===== src/rtl/irq_pkg.sv =====
package irq_pkg;
    localparam int unsigned N_CORE      = 3;
    localparam int unsigned N_PERI      = 6;
    localparam int unsigned REG_W       = 8;
    localparam int unsigned SEL_W       = 2;
    localparam int unsigned VEC_W       = 13;
    localparam int unsigned SYNC_STAGES = 2;
    localparam int unsigned PHASES      = 4;
    localparam int unsigned PHASE_W     = $clog2(PHASES);
    localparam logic [VEC_W-1:0] HANDLER_ADDR = 13'h0004;

    typedef enum logic [SEL_W-1:0] {
        SEL_CTRL  = 2'd0,
        SEL_PFLAG = 2'd1,
        SEL_PMASK = 2'd2
    } reg_sel_e;

    typedef struct packed {
        logic              gie;
        logic              grp_en;
        logic [N_CORE-1:0] core_mask;
        logic [N_CORE-1:0] core_flag;
    } ctrl_t;

    function automatic logic [REG_W-1:0] pad_peri(input logic [N_PERI-1:0] v);
        return {{(REG_W-N_PERI){1'b0}}, v};
    endfunction
endpackage


===== src/rtl/irq_core_sampler.sv =====
module irq_core_sampler #(
    parameter int unsigned W      = irq_pkg::N_CORE,
    parameter int unsigned STAGES = irq_pkg::SYNC_STAGES
) (
    input  logic         clk,
    input  logic         rst,
    input  logic [W-1:0] evt_async_i,
    input  logic         phase_end_i,
    output logic [W-1:0] set_o
);
    logic [W-1:0] pending;

    for (genvar i = 0; i < W; i++) begin : g_src
        logic [STAGES:0] shreg;
        logic            rise;

        always_ff @(posedge clk) begin
            if (rst) shreg <= '0;
            else     shreg <= {shreg[STAGES-1:0], evt_async_i[i]};
        end

        assign rise = shreg[STAGES-1] & ~shreg[STAGES];

        always_ff @(posedge clk) begin
            if (rst)              pending[i] <= 1'b0;
            else if (phase_end_i) pending[i] <= rise;
            else                  pending[i] <= pending[i] | rise;
        end
    end

    assign set_o = pending & {W{phase_end_i}};
endmodule


===== src/rtl/irq_flag_bank.sv =====
module irq_flag_bank #(
    parameter int unsigned W = irq_pkg::N_PERI
) (
    input  logic         clk,
    input  logic         rst,
    input  logic [W-1:0] set_i,
    input  logic         wr_i,
    input  logic [W-1:0] wr_data_i,
    output logic [W-1:0] q_o
);
    always_ff @(posedge clk) begin
        if (rst) q_o <= '0;
        else     q_o <= (wr_i ? wr_data_i : q_o) | set_i;
    end
endmodule


===== src/rtl/irq_request_gate.sv =====
module irq_request_gate #(
    parameter int unsigned NC = irq_pkg::N_CORE,
    parameter int unsigned NP = irq_pkg::N_PERI
) (
    input  logic          gie_i,
    input  logic          grp_en_i,
    input  logic          sleep_i,
    input  logic [NC-1:0] core_flag_i,
    input  logic [NC-1:0] core_mask_i,
    input  logic [NP-1:0] peri_flag_i,
    input  logic [NP-1:0] peri_mask_i,
    output logic          irq_o,
    output logic          wake_o
);
    logic core_hit, peri_hit, any_hit;

    assign core_hit = |(core_flag_i & core_mask_i);
    assign peri_hit = grp_en_i & (|(peri_flag_i & peri_mask_i));
    assign any_hit  = core_hit | peri_hit;
    assign irq_o    = gie_i & any_hit;
    assign wake_o   = sleep_i & any_hit;
endmodule


===== src/rtl/irq_ctrl.sv =====
module irq_ctrl
    import irq_pkg::*;
(
    input  logic                 clk,
    input  logic                 rst,
    input  logic [N_CORE-1:0]    core_evt_i,
    input  logic [N_PERI-1:0]    periph_evt_i,
    input  logic                 wr_en_i,
    input  logic [SEL_W-1:0]     wr_sel_i,
    input  logic [REG_W-1:0]     wr_data_i,
    input  logic [SEL_W-1:0]     rd_sel_i,
    output logic [REG_W-1:0]     rd_data_o,
    input  logic                 irq_take_i,
    input  logic                 irq_ret_i,
    input  logic                 sleep_i,
    output logic                 irq_o,
    output logic [VEC_W-1:0]     vector_o,
    output logic                 wake_o
);
    logic [PHASE_W-1:0] phase;
    logic               phase_end;
    logic               gie, grp_en;
    logic [N_CORE-1:0]  core_set, core_flag, core_mask;
    logic [N_PERI-1:0]  peri_flag, peri_mask;
    logic               wr_ctrl, wr_pflag, wr_pmask, take_ok;
    ctrl_t              wr_ctrl_view, rd_ctrl_view;

    always_ff @(posedge clk) begin
        if (rst) phase <= '0;
        else     phase <= phase + 1'b1;
    end
    assign phase_end = (phase == PHASE_W'(PHASES-1));

    assign wr_ctrl      = wr_en_i && (reg_sel_e'(wr_sel_i) == SEL_CTRL);
    assign wr_pflag     = wr_en_i && (reg_sel_e'(wr_sel_i) == SEL_PFLAG);
    assign wr_pmask     = wr_en_i && (reg_sel_e'(wr_sel_i) == SEL_PMASK);
    assign wr_ctrl_view = ctrl_t'(wr_data_i);
    assign take_ok      = irq_take_i & irq_o;

    irq_core_sampler #(.W(N_CORE), .STAGES(SYNC_STAGES)) u_sampler (
        .clk(clk), .rst(rst), .evt_async_i(core_evt_i),
        .phase_end_i(phase_end), .set_o(core_set)
    );

    irq_flag_bank #(.W(N_CORE)) u_core_flag (
        .clk(clk), .rst(rst), .set_i(core_set), .wr_i(wr_ctrl),
        .wr_data_i(wr_ctrl_view.core_flag), .q_o(core_flag)
    );

    irq_flag_bank #(.W(N_CORE)) u_core_mask (
        .clk(clk), .rst(rst), .set_i('0), .wr_i(wr_ctrl),
        .wr_data_i(wr_ctrl_view.core_mask), .q_o(core_mask)
    );

    irq_flag_bank #(.W(N_PERI)) u_peri_flag (
        .clk(clk), .rst(rst), .set_i(periph_evt_i), .wr_i(wr_pflag),
        .wr_data_i(wr_data_i[N_PERI-1:0]), .q_o(peri_flag)
    );

    irq_flag_bank #(.W(N_PERI)) u_peri_mask (
        .clk(clk), .rst(rst), .set_i('0), .wr_i(wr_pmask),
        .wr_data_i(wr_data_i[N_PERI-1:0]), .q_o(peri_mask)
    );

    always_ff @(posedge clk) begin
        if (rst) begin
            gie    <= 1'b0;
            grp_en <= 1'b0;
        end else begin
            if (wr_ctrl) grp_en <= wr_ctrl_view.grp_en;
            if (take_ok)        gie <= 1'b0;
            else if (irq_ret_i) gie <= 1'b1;
            else if (wr_ctrl)   gie <= wr_ctrl_view.gie;
        end
    end

    irq_request_gate #(.NC(N_CORE), .NP(N_PERI)) u_gate (
        .gie_i(gie), .grp_en_i(grp_en), .sleep_i(sleep_i),
        .core_flag_i(core_flag), .core_mask_i(core_mask),
        .peri_flag_i(peri_flag), .peri_mask_i(peri_mask),
        .irq_o(irq_o), .wake_o(wake_o)
    );

    assign vector_o = take_ok ? HANDLER_ADDR : '0;

    always_comb begin
        rd_ctrl_view = '{gie: gie, grp_en: grp_en, core_mask: core_mask, core_flag: core_flag};
        case (reg_sel_e'(rd_sel_i))
            SEL_CTRL:  rd_data_o = rd_ctrl_view;
            SEL_PFLAG: rd_data_o = pad_peri(peri_flag);
            SEL_PMASK: rd_data_o = pad_peri(peri_mask);
            default:   rd_data_o = '0;
        endcase
    end
endmodule


===== config.mk =====
export PLATFORM = sky130hd
export DESIGN_NAME = irq_ctrl
export DESIGN_NICKNAME = d
export VERILOG_FILES = /design/src/rtl/irq_pkg.sv /design/src/rtl/irq_core_sampler.sv /design/src/rtl/irq_flag_bank.sv /design/src/rtl/irq_request_gate.sv /design/src/rtl/irq_ctrl.sv
export SDC_FILE = /design/constraint.sdc
export NUM_CORES = 1
export LEC_CHECK = 0
export CAP_MARGIN = 20
export CORE_UTILIZATION = 52
export CTS_BUF_LIST = sky130_fd_sc_hd__clkbuf_8
export CTS_CLUSTER_DIAMETER = 120
export DETAILED_ROUTE_END_ITERATION = 6
export DONT_BUFFER_PORTS = 1
export PLACE_DENSITY = 0.67
export SLEW_MARGIN = 30
export SYNTH_ARGS = -nofsm -noshare
export SYNTH_HDL_FRONTEND = slang
export SYNTH_SLANG_ARGS = --single-unit

===== constraint.sdc =====
create_clock -name clk -period 1.5 [get_ports clk]
set_input_delay 0.225 -clock clk [delete_from_list [all_inputs] [get_ports clk]]
set_output_delay 0.225 -clock clk [all_outputs]
set_load 0.02 [all_outputs]

==> impl_metrics.toml <==
[cells_and_area]
layout.cells.non_filler = 207
finalInstanceArea_mm2 = 0.00171
final_common_cell = "dfxtp_1"
antenna_cells = 0
area_growth_pct = 14.9
nNetsFinal = 203
layout_common_cells = "dfxtp_1, mux2i_1, buf_4"
final_layout_size_suffix_gt1_share_pct = 15.9

[critical_path]
cp_max_fo = 4
rr_startpoint = "u_peri_flag.q_o[1]"
worstPathArrival_ps = 1430
cp-end-kind = "primary output"
worst_setup_path_start_kind = "flip-flop"
critical_path_class = "flip-flop to primary output"
rrSetupSlack_ps = 80
reg2regPathDepth = 5
r2r-end = "gie"
required_ps = 1270

[yosys]
yosysSeqAreaShare_pct = 45.7
yosys.area.top_type = "dfxtp_1"
synthCells = 157
async_flop_share_pct = 0
synth-main-ff-cell = "dfxtp_1"
synth.distinct_cells = 23
synth_edf_count = 0
avgSynthCellArea_um2 = 9.49
ys_ff_latch = 34
yosysTopAreaCellShare_pct = 45.7
synth_area_mm2 = 0.00149
synthTopCellsByArea = "dfxtp_1, mux2i_1, buf_4"
ys.warnings.count = 0

[place]
pre_cts_slack_ps = 51.8
dp_hpwl_um = 1900
gp_routability_congestion = 0.756
port-buffer-count = 0
placed_cells = 191
place_area_mm2 = 0.00153

[clock_network]
cts_root_buffer = "clkbuf_8"
clk_pin_slew_ps = 60
clock_latency_ps = 280
clock-sinks = 34
cts.path.max_buffers = 2
htree_levels = 2
tritoncts = "built"
cts_inserted_buffers = 5

[min_path]
min-delay-start = "rst"
whs_endpoint = "u_core_mask.q_o[0]"
hold_class = "primary input to flip-flop"
holdPathStages = 1

[sta]
grt_setup_unrepaired = "yes"
max_clock_freq_mhz = 603
hold_viol_final = 0
tns_ps = -432
max_slew.worst_pin.slew_ps = 817
fin_skew_ps = 2.09
setup_ws_ps = -159
finalCriticalPeriod_ps = 1660
period_share_pct = 111
slew_viol_final = 0
setup_viol = 3
slew_headroom_pct = 45.4

[outcome]
failed_checks = "setup timing"
status = "finished, violations left"

[floorplanning]
die_h_um = 55.5
ioPinCount = 50
coreArea_mm2 = 0.00273
initial_core_util_pct = 54.5
die_w_um = 55.5
rows = 19
die_area_mm2 = 0.00308

[power_and_ir_drop]
ir_drop_mv = 0.836
pwr_density_cell_mw_per_mm2 = 1080
p_leak_uw = 0.000784

[routing]
drt_first_iter_violations = 25
drt_pass1_iterations = 4
ant_nets = 0
vias_per_cell = 5.36
routedWlPerCell_um = 13.9
drt_wl_total_um = 2880
route.vias.total = 1109
drcViolationCount = 0

[grt]
gr-total-overflow = 0
grt_max_degree = 24
antenna_found_initial = 0
grt_pass1_vias = 1030
grt_pass1_wl_um = 4580
grt_usage_pct = 20.3

[run]
maxCapViolCount = 0
## state kept, by name, indices dropped and copies added, names as in the netlist
signal                 cells
u_sampler.pending          3
grp_en                     1
u_sampler.g_src.shreg      9
gie                        1
phase                      2
u_peri_mask.q_o            6
u_core_mask.q_o            3
u_core_flag.q_o            3
u_peri_flag.q_o            6
## worst max-delay path, cell delays in order (launching register included)
cell and delay, ps:
dfxtp_2 320, a22o_1 230, o31ai_2 260, nand2_2 120, and3_4 220
## cell type report
class,count,area (um2)
fill,244,1020
multi-input combinational,110,729
sequential,34,683
timing repair buffer,18,148
clock buffer,6,82.6
tap,31,38.8
inverter,6,22.5
clock inverter,2,8.76
## through the flow
step	hold WS (ps)	utilization (%)	total power (uW)
global route	1.34	62.7	1940
floorplan	297	-	1160
CTS	0.735	61.1	1860
detailed placement	300	55.8	1160
finish	10.3	62.7	1850
global placement	298	55.8	1160
## layer usage
layer | GRT usage [%] | up-vias | wire (um)
met5 | 0 | - | 0
met4 | 11.4 | 0 | 86
li1 | - | 542 | -
met2 | 28.9 | 43 | 1290
met3 | 10.3 | 10 | 218
met1 | 24.5 | 514 | 1280
## worst max path at each step
stage / from / endpoint / slack [ps] / cells after the start
global route: u_peri_flag.q_o[1] / vector_o[2] / -230 / 4
CTS: u_peri_flag.q_o[1] / vector_o[2] / -200 / 4
floorplan: u_peri_flag.q_o[0] / vector_o[2] / 80 / 5
detailed placement: u_peri_flag.q_o[0] / vector_o[2] / 50 / 4
finish: u_peri_flag.q_o[1] / vector_o[2] / -160 / 4
global placement: u_peri_flag.q_o[2] / vector_o[2] / 90 / 4
## Yosys cell counts (2+ instances only)
library cell / count
clkbuf_1: 3
nand2_1: 10
o21ai_0: 6
buf_4: 13
nor2b_1: 12
inv_1: 6
buf_2: 2
nand3b_1: 2
dfxtp_1: 34
nor3b_1: 3
a21oi_1: 12
nor2_1: 11
nand2b_1: 6
and2_2: 2
a22o_1: 3
mux2i_1: 25
## logic make-up after synthesis
kind of cell | synth area share, %
DFF | 45.7
muxes | 16.8
adders and majority gates | 0.839
AOI/OAI and AO/OA | 10.1
and+or+nand+nor | 16.9
buffers and inverters | 9.49
other | 0.252
## where the power goes
part	leakage, uW	switching, uW	internal (uW)	total, uW
Clock	0.0000524	308	363	671
Combinational	0.000451	110	91.1	202
Sequential	0.000280	28.3	950	978
## repair_timing
item | CTS | global route
endpoints found under the setup margin | 3 | 4
hold buffers | 2 | 3
hold endpoints to repair | 23 | 5
cloned | 0 | 0
pin swaps | 4 | 1
resized for setup | 5 | 3
buffers inserted | 3 | 0
Note: power is estimated with default switching activity, not from simulation.
